## config.mk

```make
export PLATFORM = sky130hd
export DESIGN_NAME = adcrd_ctrl
export DESIGN_NICKNAME = d
export VERILOG_FILES = /design/src/rtl/adcrd_pkg.sv /design/src/rtl/adcrd_seq.sv /design/src/rtl/adcrd_clkgen.sv /design/src/rtl/adcrd_shift.sv /design/src/rtl/adcrd_ctrl.sv
export SDC_FILE = /design/constraint.sdc
export NUM_CORES = 1
export LEC_CHECK = 0
export ABC_CLOCK_PERIOD_IN_PS = 5400
export BUFFER_PORTS_ARGS = -buffer_cell sky130_fd_sc_hd__buf_2
export CORE_MARGIN = 3
export CORE_UTILIZATION = 40
export DETAILED_ROUTE_END_ITERATION = 8
export SKIP_CTS_REPAIR_TIMING = 1
export SYNTH_ARGS = -nofsm -noshare
export SYNTH_HDL_FRONTEND = slang
export SYNTH_HIERARCHICAL = 1
export SYNTH_SLANG_ARGS = --single-unit
```

## constraint.sdc

```tcl
create_clock -name clk -period 5.4 [get_ports clk]
set_input_delay 0.81 -clock clk [delete_from_list [all_inputs] [get_ports clk]]
set_output_delay 0.81 -clock clk [all_outputs]
set_load 0.005 [all_outputs]
```

## src/rtl/adcrd_pkg.sv

```systemverilog
package adcrd_pkg;

    localparam int unsigned TW = 16;
    typedef logic [TW-1:0] tcnt_t;

    // Physical floors and ceilings, in picoseconds
    localparam int unsigned T_CONV_MIN_PS   = 40_000;
    localparam int unsigned T_CONV_MAX_PS   = 12_000_000;
    localparam int unsigned T_SETUP_PS      = 25_000;
    localparam int unsigned T_HIGH_PS       = 50_000;
    localparam int unsigned T_LOW_PS        = 40_000;
    localparam int unsigned T_PERIOD_PS     = 100_000;
    localparam int unsigned T_SAMPLE_PS     = 25_000;
    localparam int unsigned DUTY_MIN_PCT    = 20;
    localparam int unsigned DUTY_MAX_PCT    = 70;

    typedef enum logic [2:0] {
        ST_IDLE,
        ST_START,
        ST_WAIT,
        ST_READ,
        ST_DONE
    } ctl_state_e;

    typedef enum logic [1:0] {
        PH_SETUP,
        PH_HIGH,
        PH_LOW
    } clk_phase_e;

    typedef struct packed {
        tcnt_t conv_low;
        tcnt_t setup;
        tcnt_t hi;
        tcnt_t lo;
        tcnt_t sample;
    } tcfg_t;

    function automatic int unsigned cyc_ceil(input int unsigned ps, input int unsigned clk_ps);
        return (ps + clk_ps - 1) / clk_ps;
    endfunction

    function automatic int unsigned cyc_floor(input int unsigned ps, input int unsigned clk_ps);
        return ps / clk_ps;
    endfunction

    function automatic int unsigned max_u(input int unsigned a, input int unsigned b);
        return (a > b) ? a : b;
    endfunction

    function automatic int unsigned min_u(input int unsigned a, input int unsigned b);
        return (a < b) ? a : b;
    endfunction

    // Raise every requested count to its floor, then fix the duty cycle.
    function automatic tcfg_t derive_cfg(
        input int unsigned clk_ps,
        input int unsigned conv,
        input int unsigned setup,
        input int unsigned hi,
        input int unsigned lo,
        input int unsigned sample
    );
        tcfg_t cfg;
        int unsigned c, s, h, l, p, per_min;
        c = max_u(conv, cyc_ceil(T_CONV_MIN_PS, clk_ps));
        c = min_u(c, max_u(cyc_floor(T_CONV_MAX_PS, clk_ps), 1));
        s = max_u(max_u(setup, cyc_ceil(T_SETUP_PS, clk_ps)), 1);
        h = max_u(max_u(hi, cyc_ceil(T_HIGH_PS, clk_ps)), 1);
        l = max_u(max_u(lo, cyc_ceil(T_LOW_PS, clk_ps)), 1);
        per_min = cyc_ceil(T_PERIOD_PS, clk_ps);
        if (h + l < per_min) begin
            l = per_min - h;
        end
        if (h * 100 < (h + l) * DUTY_MIN_PCT) begin
            h = (l * DUTY_MIN_PCT + (100 - DUTY_MIN_PCT) - 1) / (100 - DUTY_MIN_PCT);
        end
        if (h * 100 > (h + l) * DUTY_MAX_PCT) begin
            l = (h * (100 - DUTY_MAX_PCT) + DUTY_MAX_PCT - 1) / DUTY_MAX_PCT;
        end
        p = max_u(sample, cyc_ceil(T_SAMPLE_PS, clk_ps));
        if (p >= h) begin
            p = h - 1;
        end
        cfg.conv_low = tcnt_t'(c);
        cfg.setup    = tcnt_t'(s);
        cfg.hi       = tcnt_t'(h);
        cfg.lo       = tcnt_t'(l);
        cfg.sample   = tcnt_t'(p);
        return cfg;
    endfunction

endpackage

```

## src/rtl/adcrd_seq.sv

```systemverilog
module adcrd_seq
    import adcrd_pkg::*;
#(
    parameter tcfg_t CFG = '0
) (
    input  logic       clk,
    input  logic       rst,
    input  logic       start_i,
    input  logic       busy_i,
    input  logic       rd_last_i,
    output ctl_state_e state_o,
    output logic       cs_n_o,
    output logic       conv_n_o,
    output logic       conv_pend_o,
    output logic       done_o
);

    localparam tcnt_t CONV_END = CFG.conv_low - tcnt_t'(1);

    ctl_state_e state_q;
    tcnt_t      cnt_q;
    logic       seen_low_q;
    logic       pend_q;

    always_ff @(posedge clk) begin
        if (rst) begin
            state_q    <= ST_IDLE;
            cnt_q      <= '0;
            seen_low_q <= 1'b0;
            pend_q     <= 1'b0;
        end else begin
            unique case (state_q)
                ST_IDLE: begin
                    if (start_i) begin
                        state_q <= ST_START;
                        cnt_q   <= '0;
                        pend_q  <= 1'b1;
                    end
                end
                ST_START: begin
                    if (cnt_q == CONV_END) begin
                        state_q    <= ST_WAIT;
                        seen_low_q <= 1'b0;
                    end else begin
                        cnt_q <= cnt_q + tcnt_t'(1);
                    end
                end
                ST_WAIT: begin
                    if (busy_i && seen_low_q) begin
                        state_q <= ST_READ;
                        pend_q  <= 1'b0;
                    end else if (!busy_i) begin
                        seen_low_q <= 1'b1;
                    end
                end
                ST_READ: begin
                    if (rd_last_i) begin
                        state_q <= ST_DONE;
                    end
                end
                ST_DONE: begin
                    state_q <= ST_IDLE;
                end
                default: begin
                    state_q <= ST_IDLE;
                end
            endcase
        end
    end

    always_comb begin
        state_o     = state_q;
        cs_n_o      = !((state_q == ST_START) || (state_q == ST_READ));
        conv_n_o    = (state_q != ST_START);
        done_o      = (state_q == ST_DONE);
        conv_pend_o = pend_q;
    end

    // the convert pulse lasts more than one cycle once it begins
    a_r2_conv_hold: assert property (@(posedge clk) disable iff (rst)
        ((CFG.conv_low > tcnt_t'(1)) && $fell(conv_n_o)) |=> !conv_n_o);

    // done is a single-cycle strobe
    a_r7_done_pulse: assert property (@(posedge clk) disable iff (rst)
        done_o |=> !done_o);

endmodule

```

## src/rtl/adcrd_clkgen.sv

```systemverilog
module adcrd_clkgen
    import adcrd_pkg::*;
#(
    parameter tcfg_t       CFG    = '0,
    parameter int unsigned WORD_W = 16
) (
    input  logic clk,
    input  logic rst,
    input  logic run_i,
    output logic dclk_o,
    output logic sample_o,
    output logic last_o
);

    localparam int unsigned     BIT_W    = (WORD_W > 1) ? $clog2(WORD_W) : 1;
    localparam logic [BIT_W-1:0] LAST_BIT = BIT_W'(WORD_W - 1);
    localparam tcnt_t SET_END = CFG.setup - tcnt_t'(1);
    localparam tcnt_t HI_END  = CFG.hi - tcnt_t'(1);
    localparam tcnt_t LO_END  = CFG.lo - tcnt_t'(1);
    localparam tcnt_t SMP_AT  = CFG.sample;

    clk_phase_e       ph_q, ph_d;
    tcnt_t            cnt_q, cnt_d;
    logic [BIT_W-1:0] bit_q, bit_d;
    logic             dclk_q;
    logic             ph_end;

    always_comb begin
        case (ph_q)
            PH_SETUP: ph_end = (cnt_q == SET_END);
            PH_HIGH:  ph_end = (cnt_q == HI_END);
            PH_LOW:   ph_end = (cnt_q == LO_END);
            default:  ph_end = 1'b1;
        endcase
    end

    always_comb begin
        ph_d  = ph_q;
        cnt_d = cnt_q + tcnt_t'(1);
        bit_d = bit_q;
        if (!run_i) begin
            ph_d  = PH_SETUP;
            cnt_d = '0;
            bit_d = '0;
        end else if (ph_end) begin
            cnt_d = '0;
            case (ph_q)
                PH_SETUP: ph_d = PH_HIGH;
                PH_HIGH:  ph_d = PH_LOW;
                PH_LOW: begin
                    if (bit_q == LAST_BIT) begin
                        ph_d  = PH_SETUP;
                        bit_d = '0;
                    end else begin
                        ph_d  = PH_HIGH;
                        bit_d = bit_q + BIT_W'(1);
                    end
                end
                default: ph_d = PH_SETUP;
            endcase
        end
    end

    always_ff @(posedge clk) begin
        if (rst) begin
            ph_q   <= PH_SETUP;
            cnt_q  <= '0;
            bit_q  <= '0;
            dclk_q <= 1'b0;
        end else begin
            ph_q   <= ph_d;
            cnt_q  <= cnt_d;
            bit_q  <= bit_d;
            dclk_q <= (ph_d == PH_HIGH);
        end
    end

    assign dclk_o   = dclk_q;
    assign sample_o = (ph_q == PH_HIGH) && (cnt_q == SMP_AT);
    assign last_o   = (ph_q == PH_LOW) && (cnt_q == LO_END) && (bit_q == LAST_BIT);

    // Checker: run lengths of the generated clock, counted independently
    tcnt_t hi_run_q, lo_run_q;
    logic  pulsed_q;

    always_ff @(posedge clk) begin
        if (rst) begin
            hi_run_q <= '0;
            lo_run_q <= '0;
            pulsed_q <= 1'b0;
        end else begin
            hi_run_q <= dclk_q ? hi_run_q + tcnt_t'(1) : '0;
            lo_run_q <= dclk_q ? '0 : lo_run_q + tcnt_t'(1);
            if (!run_i) begin
                pulsed_q <= 1'b0;
            end else if (dclk_q) begin
                pulsed_q <= 1'b1;
            end
        end
    end

    // every high phase lasts exactly the effective high count
    a_r5_high_width: assert property (@(posedge clk) disable iff (rst)
        $fell(dclk_o) |-> (hi_run_q == CFG.hi));

    // every low phase between pulses lasts exactly the effective low count
    a_r5_low_width: assert property (@(posedge clk) disable iff (rst)
        ($rose(dclk_o) && pulsed_q) |-> (lo_run_q == CFG.lo));

endmodule

```

## src/rtl/adcrd_shift.sv

```systemverilog
module adcrd_shift #(
    parameter int unsigned WORD_W = 16
) (
    input  logic              clk,
    input  logic              rst,
    input  logic              sample_i,
    input  logic              sdata_i,
    input  logic              load_i,
    output logic [WORD_W-1:0] result_o
);

    logic [WORD_W-1:0] sh_q;
    logic [WORD_W-1:0] res_q;

    always_ff @(posedge clk) begin
        if (rst) begin
            sh_q  <= '0;
            res_q <= '0;
        end else begin
            if (sample_i) begin
                sh_q <= {sh_q[WORD_W-2:0], sdata_i};
            end
            if (load_i) begin
                res_q <= sh_q;
            end
        end
    end

    assign result_o = res_q;

    // the published word only moves on a load
    a_r7_result_hold: assert property (@(posedge clk) disable iff (rst)
        !load_i |=> $stable(result_o));

endmodule

```

## src/rtl/adcrd_ctrl.sv

```systemverilog
module adcrd_ctrl
    import adcrd_pkg::*;
#(
    parameter int unsigned CLK_PERIOD_PS = 4000,
    parameter int unsigned CONV_LOW_CYC  = 10,
    parameter int unsigned SETUP_CYC     = 7,
    parameter int unsigned DCLK_HI_CYC   = 13,
    parameter int unsigned DCLK_LO_CYC   = 12,
    parameter int unsigned SAMPLE_CYC    = 7,
    parameter int unsigned WORD_W        = 16
) (
    input  logic              clk,
    input  logic              rst,
    input  logic              start_i,
    input  logic              busy_i,
    input  logic              sdata_i,
    output logic              cs_n_o,
    output logic              conv_n_o,
    output logic              dclk_o,
    output logic [WORD_W-1:0] result_o,
    output logic              done_o
);

    localparam tcfg_t CFG = derive_cfg(CLK_PERIOD_PS, CONV_LOW_CYC, SETUP_CYC,
                                       DCLK_HI_CYC, DCLK_LO_CYC, SAMPLE_CYC);

    ctl_state_e state;
    logic       conv_pend;
    logic       rd_last;
    logic       smp;

    adcrd_seq #(
        .CFG(CFG)
    ) u_seq (
        .clk        (clk),
        .rst        (rst),
        .start_i    (start_i),
        .busy_i     (busy_i),
        .rd_last_i  (rd_last),
        .state_o    (state),
        .cs_n_o     (cs_n_o),
        .conv_n_o   (conv_n_o),
        .conv_pend_o(conv_pend),
        .done_o     (done_o)
    );

    adcrd_clkgen #(
        .CFG   (CFG),
        .WORD_W(WORD_W)
    ) u_clkgen (
        .clk     (clk),
        .rst     (rst),
        .run_i   (state == ST_READ),
        .dclk_o  (dclk_o),
        .sample_o(smp),
        .last_o  (rd_last)
    );

    adcrd_shift #(
        .WORD_W(WORD_W)
    ) u_shift (
        .clk     (clk),
        .rst     (rst),
        .sample_i(smp),
        .sdata_i (sdata_i),
        .load_i  (rd_last),
        .result_o(result_o)
    );

    // no clock while a conversion is still in flight
    a_r8_no_clk_pending: assert property (@(posedge clk) disable iff (rst)
        dclk_o |-> !conv_pend);

    // the clock only toggles with the read-enable combination on the pins
    a_r4_clk_in_read: assert property (@(posedge clk) disable iff (rst)
        dclk_o |-> (!cs_n_o && conv_n_o));

    // the read window opens only after busy was high
    a_r3_read_after_busy: assert property (@(posedge clk) disable iff (rst)
        ($fell(cs_n_o) && conv_n_o) |-> $past(busy_i));

endmodule

```

---- Yosys cells after proc, flatten, opt, wreduce, memory -nomap -nowiden ----
Index checks and enable logic that the tools add are counted.
storage, ports and cells
  flip-flop bits (word level) ............. 75
  bits of input ports ..................... 5
  output and inout bits ................... 20
  logic and storage cells ................. 68
operators by class
  add/sub/neg operators ................... 3
  equality and inequality tests ........... 21
  multiplexer cells ....................... 18
  bitwise gates (word level) .............. 1
  reductions and logical operators ........ 16
operator list
  cell                   count
  $eq 16x4->1 const B    3
  $add 16x1->16 const B  2
  $eq 16x3->1 const B    2
  $mux 16                2
  $pmux 16 s2            1
  $mux 3                 4
  $pmux 3 s4             1
  $ne 2x2->1 const B     5
  $reduce_and 4->1       2
  $eq 3x2->1 const B     2
  $pmux 2 s3             1
  $add 4x1->4 const B    1
  $eq 2x1->1 const B     2
  $eq 4x4->1 const B     1
  $logic_and 1x1->1      4
  $mux 1                 4
  $mux 2                 2
  $mux 4                 1
  $ne 2x1->1 const B     2
  $reduce_bool 2->1      2
  $eq 3x1->1 const B     1
  $eq 3x3->1 const B     1
  $logic_not 3->1        1
  $ne 3x1->1 const B     1
  other kinds (11)       11

---- Logic depth before layout (Yosys ltp) ----
Gate-level depths: netlist of the first run.
  word-level depth ........................ 6
  mapped depth ............................ 8
  mapped depth without buffers ............ 8

---- By module ----
The synthesis of the first run kept the hierarchy.
modules (own cells, without submodules)
  module        times used  cells each  area an instance (µm²)  sequential area each (µm²)
  adcrd_seq     1           150         1296.2                  420.4
  adcrd_clkgen  1           134         1209.9                  460.4
  adcrd_shift   1           103         1157.4                  640.6
  adcrd_ctrl    1           1           8.8                     0.0

---- Worst setup path after synthesis of the first run ----
Ideal clock, no wire load.
  path kind ............................... register to register
  start ................................... reg u_clkgen.cnt_q[0]
  end ..................................... reg u_shift.res_q[10], in the netlist u_shift/result_o[10]
  setup time .............................. 0.117 ns
  data arrival time ....................... 1.834 ns
  required time ........................... 5.283 ns
  setup slack ............................. 3.449 ns
  stages on the path, launching flop included .. 9
  path buffers ............................ 2
  period minus slack after synthesis ...... 1.951 ns
  cells stage by stage .................... dfxtp_1 ha_1 and3b_1 nand4_1 nor3_1 buf_6 buf_12 mux2i_1 nor2_1
between the ends
  cells in the longest elaborated chain, start to end .. 3
RTL lines
  element                          line                text
  start: declaration               adcrd_clkgen.sv:23  tcnt_t cnt_q, cnt_d;
  start signal: assignment         adcrd_clkgen.sv:72  cnt_q <= cnt_d;
  $eq 16x4->1                      adcrd_clkgen.sv:80  assign last_o = (ph_q == PH_LOW) && (cnt_q == LO_END) && (bit_q == LAST_BIT);
  $logic_and 1x1->1 (2 in series)  adcrd_clkgen.sv:80
  net rd_last                      adcrd_ctrl.sv:29    logic rd_last;
  end signal: assignment           adcrd_shift.sv:24   res_q <= sh_q;
  end: declaration                 adcrd_shift.sv:13   logic [WORD_W-1:0] res_q;
The timed path passes the listed nets, and every way through them passes these cells.
A chain may end at the register's enable or synchronous reset.

---- Worst setup path after layout of the first run ----
  start ................................... reg u_seq.state_q[0], in the netlist u_seq/state_o[0]
  end ..................................... out conv_n_o
between the ends
  cells in the longest elaborated chain, start to end .. 1
RTL lines
  element                   line              text
  start: declaration        adcrd_seq.sv:20   ctl_state_e state_q;
  start signal: assignment  adcrd_seq.sv:27   state_q <= ST_IDLE;
  start signal: assignment  adcrd_seq.sv:35   state_q <= ST_START;
  start signal: assignment  adcrd_seq.sv:42   state_q <= ST_WAIT;
  $ne 3x1->1                adcrd_seq.sv:74   conv_n_o = (state_q != ST_START);
  end: declaration          adcrd_ctrl.sv:18  output logic conv_n_o,
No other way between the ends.

==> results.toml, run 1 <==
[outcome]
status = "finished, final reports clean"

[timing]
setup_violations = 0
worst_pin_slew_ps = 710
hold_slack_ps = 472
fin_crit_ps = 2630
fin_crit_sh_pct = 48.7
slew_violations = 0
max_freq_mhz = 380
hold_viol_final = 0
rsz0062_at_grt = "no"
skew_ps = 15.3
max_slew_margin_pct = 52.7
finalSetupTns_ps = 0

[clock_network]
h-tree-depth = 3
cts_num_sinks = 75
ctsRootBufferMaster = "clkbuf_8"
cts_buffers = 9
cts_max_path_buffers = 2
cts_tree = "done"
clock_latency_ps = 340
clk_pin_slew_ps = 90

[run]
drv_cap = 0

[die]
dieArea_mm2 = 0.0103
num_rows = 34
start_util_pct = 41.5
die_h_um = 101
ios = 25
core_mm2 = 0.00876
die_w_um = 101

[setup_path]
end_kind = "primary output"
reg2regPathDepth = 5
crit_required_ps = 4590
worstSetupStartpointType = "register"
worstPathArrival_ps = 1820
rr_startpoint = "u_seq/state_o[0]"
crit_type = "register to primary output"
crit_family = "simple AND/OR/NAND/NOR gates"
critPathBufInv = 2
crit_slowest_cell = "nor3b_4"
reg2reg_slack_ps = 2920
cp_max_fo = 15
path_cells = "nor3b_4 > inv_2 > buf_2"
cp_slowest_stage_delay_ps = 550
r2r_end = "u_seq/cnt_q[10]"
crit_start = "u_seq/state_o[0]"

[routing]
vias = 2810
firstDrtPassIters = 4
wl_um = 7140
drc = 0
viasPerCell = 5.51
drtIter0Drc = 194
drtAntennaViolNets = 0
wl_per_cell_um = 14.0

[synthesis]
syn_inst = 385
postSynthAreaPerCell_um2 = 9.45
yosys_warnings = 6
synth_area_mm2 = 0.00364
syn_nets = 394

[grt]
antenna_found_initial = 0
grtUsageTotal_pct = 14.6
grt_pass1_vias = 2571
grt_max_degree = 60
grt_pass1_wl_um = 12300
grt-ovfl-total = 0

[pwr]
p_per_area_mw_per_mm2 = 252
finalPower_w = 0.000986
ir_drop_v = 0.000118
p_leak_nw = 1.23

[layout]
syn_to_final_growth_pct = 7.46
final_area_mm2 = 0.00391
drive_gt1_share_pct = 16.2
fin_nets = 406
final_core_util_pct = 44.6
fillers = 826
antenna_cells = 0

[worst_hold_path]
worstHoldStart = "u_clkgen/cnt_q[0]"
holdPathEnd = "u_clkgen/cnt_q[0]"
hold_depth = 1
hold_class = "register to register"

[place]
dpl-instance-area_mm2 = 0.00373
portBuffers = 24
dp_hpwl_um = 4700
place_congestion = 0.801
## how the worst max path moves through the flow
stage | cells past startpoint | end | slack (ps)
floorplan | 8 | u_shift/result_o[10] | 3450
global placement | 5 | u_clkgen/cnt_q[1] | 2830
detailed placement | 5 | u_clkgen/cnt_q[1] | 2730
CTS | 3 | conv_n_o | 2750
global route | 3 | conv_n_o | 2560
finish | 3 | conv_n_o | 2770
## final cells by class
| type | instances | area [um2] | area share, % |
|---|---|---|---|
| clock inverters | 7 | 60.1 | 1.54 |
| well taps | 108 | 135 | 3.45 |
| clock buffers | 9 | 124 | 3.17 |
| inverters | 10 | 37.5 | 0.960 |
| multi-input cells | 274 | 1910 | 48.8 |
| repair buffers | 27 | 143 | 3.65 |
| flip-flops and latches | 75 | 1500 | 38.4 |
## layer usage
metal / GRT usage, % / up-vias / part of all wire [%]
li1: - / 1424 / -
met1: 20.5 / 1340 / 50
met2: 21.5 / 42 / 46
met3: 4.55 / 4 / 3.5
met4: 4.09 / 0 / 0.71
met5: 0 / - / 0
## registers in the layout, summed over array words and instances, names as in the netlist
| register | flops |
|---|---|
| u_clkgen/cnt_q | 16 |
| u_seq/state_o | 3 |
| u_seq/cnt_q | 16 |
| u_shift/sh_q | 16 |
| u_clkgen/ph_q | 2 |
| u_clkgen/dclk_o | 1 |
| u_seq/seen_low_q | 1 |
| u_clkgen/bit_q | 4 |
| u_shift/result_o | 16 |
## layout by cell type (no fill, tap or decap), drive strengths merged, types with 2 or more instances in the layout
| master | n |
|---|---|
| clkinvlp | 3 |
| o21a | 2 |
| xor2 | 2 |
| a311oi | 8 |
| mux2i | 32 |
| o31ai | 6 |
| xnor2 | 12 |
| and3b | 2 |
| nor2 | 46 |
| nand2b | 7 |
| clkbuf | 9 |
| or3 | 4 |
| o21ai | 16 |
| or4 | 5 |
| nand2 | 19 |
| nor3 | 14 |
| a21oi | 30 |
| buf | 27 |
| a2111oi | 4 |
| and3 | 4 |
| nand4 | 7 |
| a31oi | 3 |
| ha | 4 |
| nor4b | 3 |
| nor4 | 9 |
| inv | 13 |
| nand3 | 14 |
| dfxtp | 75 |
| nand4b | 2 |
| a41oi | 3 |
| and4 | 3 |
## metrics by stage
step           instances  setup slack (ps)
2_1_floorplan        385              3450
5_1_grt              510              2560
4_1_cts              510              2750
6_report             510              2770
3_5_place_dp         494              2730
3_3_place_gp         494              2830
## power breakdown
group          switching, W  total (W)  internal, W
Clock              0.000223   0.000397     0.000174
Sequential       0.00000262   0.000557     0.000554
Combinational     0.0000230  0.0000324   0.00000935
Total              0.000249   0.000986     0.000737
Power figures use the tool's default switching activity.
==> inputs of run 2 (changes only) <==
--- a/config.mk
+++ b/config.mk
@@ -5,7 +5,7 @@
 export SDC_FILE = /design/constraint.sdc
 export NUM_CORES = 1
 export LEC_CHECK = 0
-export ABC_CLOCK_PERIOD_IN_PS = 5400
+export ABC_CLOCK_PERIOD_IN_PS = 2450
 export BUFFER_PORTS_ARGS = -buffer_cell sky130_fd_sc_hd__buf_2
 export CORE_MARGIN = 3
 export CORE_UTILIZATION = 40
==> constraint.sdc (replaced) <==
create_clock -name clk -period 2.45 [get_ports clk]
set_input_delay 0.3675 -clock clk [delete_from_list [all_inputs] [get_ports clk]]
set_output_delay 0.3675 -clock clk [all_outputs]
set_load 0.005 [all_outputs]
==> run 2 against run 1 <==
  * Utilization grew 0.63 points
  * Non-clock buffer count grew 6
  * Highest routed layer unchanged
  * Clock skew shrank 1.8 ps
==> results.toml, run 2 (synthesis results as in run 1) <==
[setup_path]
worstSetupStartpointType = "register"
crit_type = "register to register"
reg2reg_slack_ps = 350
crit_required_ps = 2680
crit_end = "u_seq/state_o[1]"
r2r_end = "u_seq/state_o[1]"
crit_start = "u_clkgen/cnt_q[1]"
rr_startpoint = "u_clkgen/cnt_q[1]"
worstPathArrival_ps = 2330
reg2regPathDepth = 9
end_kind = "register"
cp_max_fo = 10

[grt]
antenna_found_initial = 0
grt_pass1_wl_um = 12500
grt-ovfl-total = 0
grtUsageTotal_pct = 15.0
grt_max_degree = 29
grt_pass1_vias = 2603

[timing]
fin_crit_sh_pct = 85.9
hold_slack_ps = 261
max_slew_margin_pct = 62.9
worst_pin_slew_ps = 557
skew_ps = 13.5
fin_crit_ps = 2100
finalSetupTns_ps = 0
max_freq_mhz = 475
hold_viol_final = 0
setup_violations = 0
rsz0062_at_grt = "no"
slew_violations = 0
setup_slack_ps = 346

[layout]
multiInputGateArea_mm2 = 0.00191
syn_to_final_growth_pct = 8.97
fillers = 823
ff_latch_area_mm2 = 0.00150
final_area_mm2 = 0.00397
antenna_cells = 0
final_cell_mix = "dfxtp_1, nor2_1, mux2i_1"
drive_gt1_share_pct = 17.4
fin_nets = 412
mostFrequentLayoutCell = "dfxtp_1"
fin_cells = 516

[die]
dieArea_mm2 = 0.0103
die_w_um = 101
start_util_pct = 41.5
ios = 25
core_mm2 = 0.00876
die_h_um = 101
num_rows = 34

[pwr]
ir_drop_v = 0.000237
p_per_area_mw_per_mm2 = 559
p_leak_nw = 1.27

[worst_hold_path]
hold_class = "primary input to register"

[clock_network]
clock_latency_ps = 360
clk_pin_slew_ps = 90
ctsRootBufferMaster = "clkbuf_8"
cts_max_path_buffers = 2
cts_buffers = 9
h-tree-depth = 3
cts_tree = "done"
cts_num_sinks = 75

[routing]
wl_per_cell_um = 13.9
dr_wl_met3_um = 255
drc = 0
viasPerCell = 5.33
drtIter0Drc = 120
top_layer_used = "met4"
drtAntennaViolNets = 0
vias = 2751
wl_um = 7170
wl_met2_um = 3210
firstDrtPassIters = 4
wl_met1_um = 3660

[place]
dpl-instance-area_mm2 = 0.00377
portBuffers = 24
dp_hpwl_um = 4940
dp.cells = 500
place_ws_ps = 402
place_congestion = 0.792

[outcome]
status = "finished, final reports clean"

[run]
drv_cap = 0
-- run 2: area by class of cell --
| type | count | share of cell area, % |
|---|---|---|
| clock buffer | 9 | 3.12 |
| clock inverter | 7 | 1.77 |
| inverter | 10 | 0.946 |
| multi-input combinational | 274 | 48.2 |
| sequential | 75 | 37.9 |
| tap | 108 | 3.41 |
| timing repair buffer | 33 | 4.73 |
-- run 2: worst min-delay path by stage --
stage	startpoint	endpoint	slack [ps]	cells past startpoint
3_3_place_gp	u_clkgen/cnt_q[0]	u_clkgen/cnt_q[0]	450	1
2_1_floorplan	u_clkgen/cnt_q[0]	u_clkgen/cnt_q[0]	430	1
4_1_cts	sdata_i	u_shift/sh_q[0]	250	3
6_report	sdata_i	u_shift/sh_q[0]	260	3
3_5_place_dp	u_clkgen/cnt_q[0]	u_clkgen/cnt_q[0]	460	1
5_1_grt	sdata_i	u_shift/sh_q[0]	270	3
-- run 2: report_power, final --
group          switching [W]  leakage [nW]  internal [W]
combinational      0.0000526         0.570     0.0000249
sequential        0.00000570         0.604       0.00122
clock               0.000520        0.0951      0.000393
-- run 2: through the flow --
step	utilization, %	total power (W)
finish	45.3	0.00222
detailed placement	43.0	0.00133
CTS	45.3	0.00225
floorplan	-	0.00131
global placement	43.0	0.00133
global route	45.3	0.00233
-- run 2: routing by layer --
| layer | global-route usage, % | vias up |
|---|---|---|
| met1 | 20.9 | 1275 |
| met2 | 22.4 | 37 |
| met3 | 4.48 | 4 |
| met5 | 0 | - |
| li1 | - | 1435 |
| met4 | 4.50 | 0 |
-- run 2: worst max-delay path, stage by stage, from the launching register on --
cell and delay (ps):
dfxtp_1 380, ha_1 240, and3b_1 230, nand4_1 290, nor3_2 280, buf_4 240
nand2_1 70, nand2_1 70, o31a_1 130, nor3_1 40
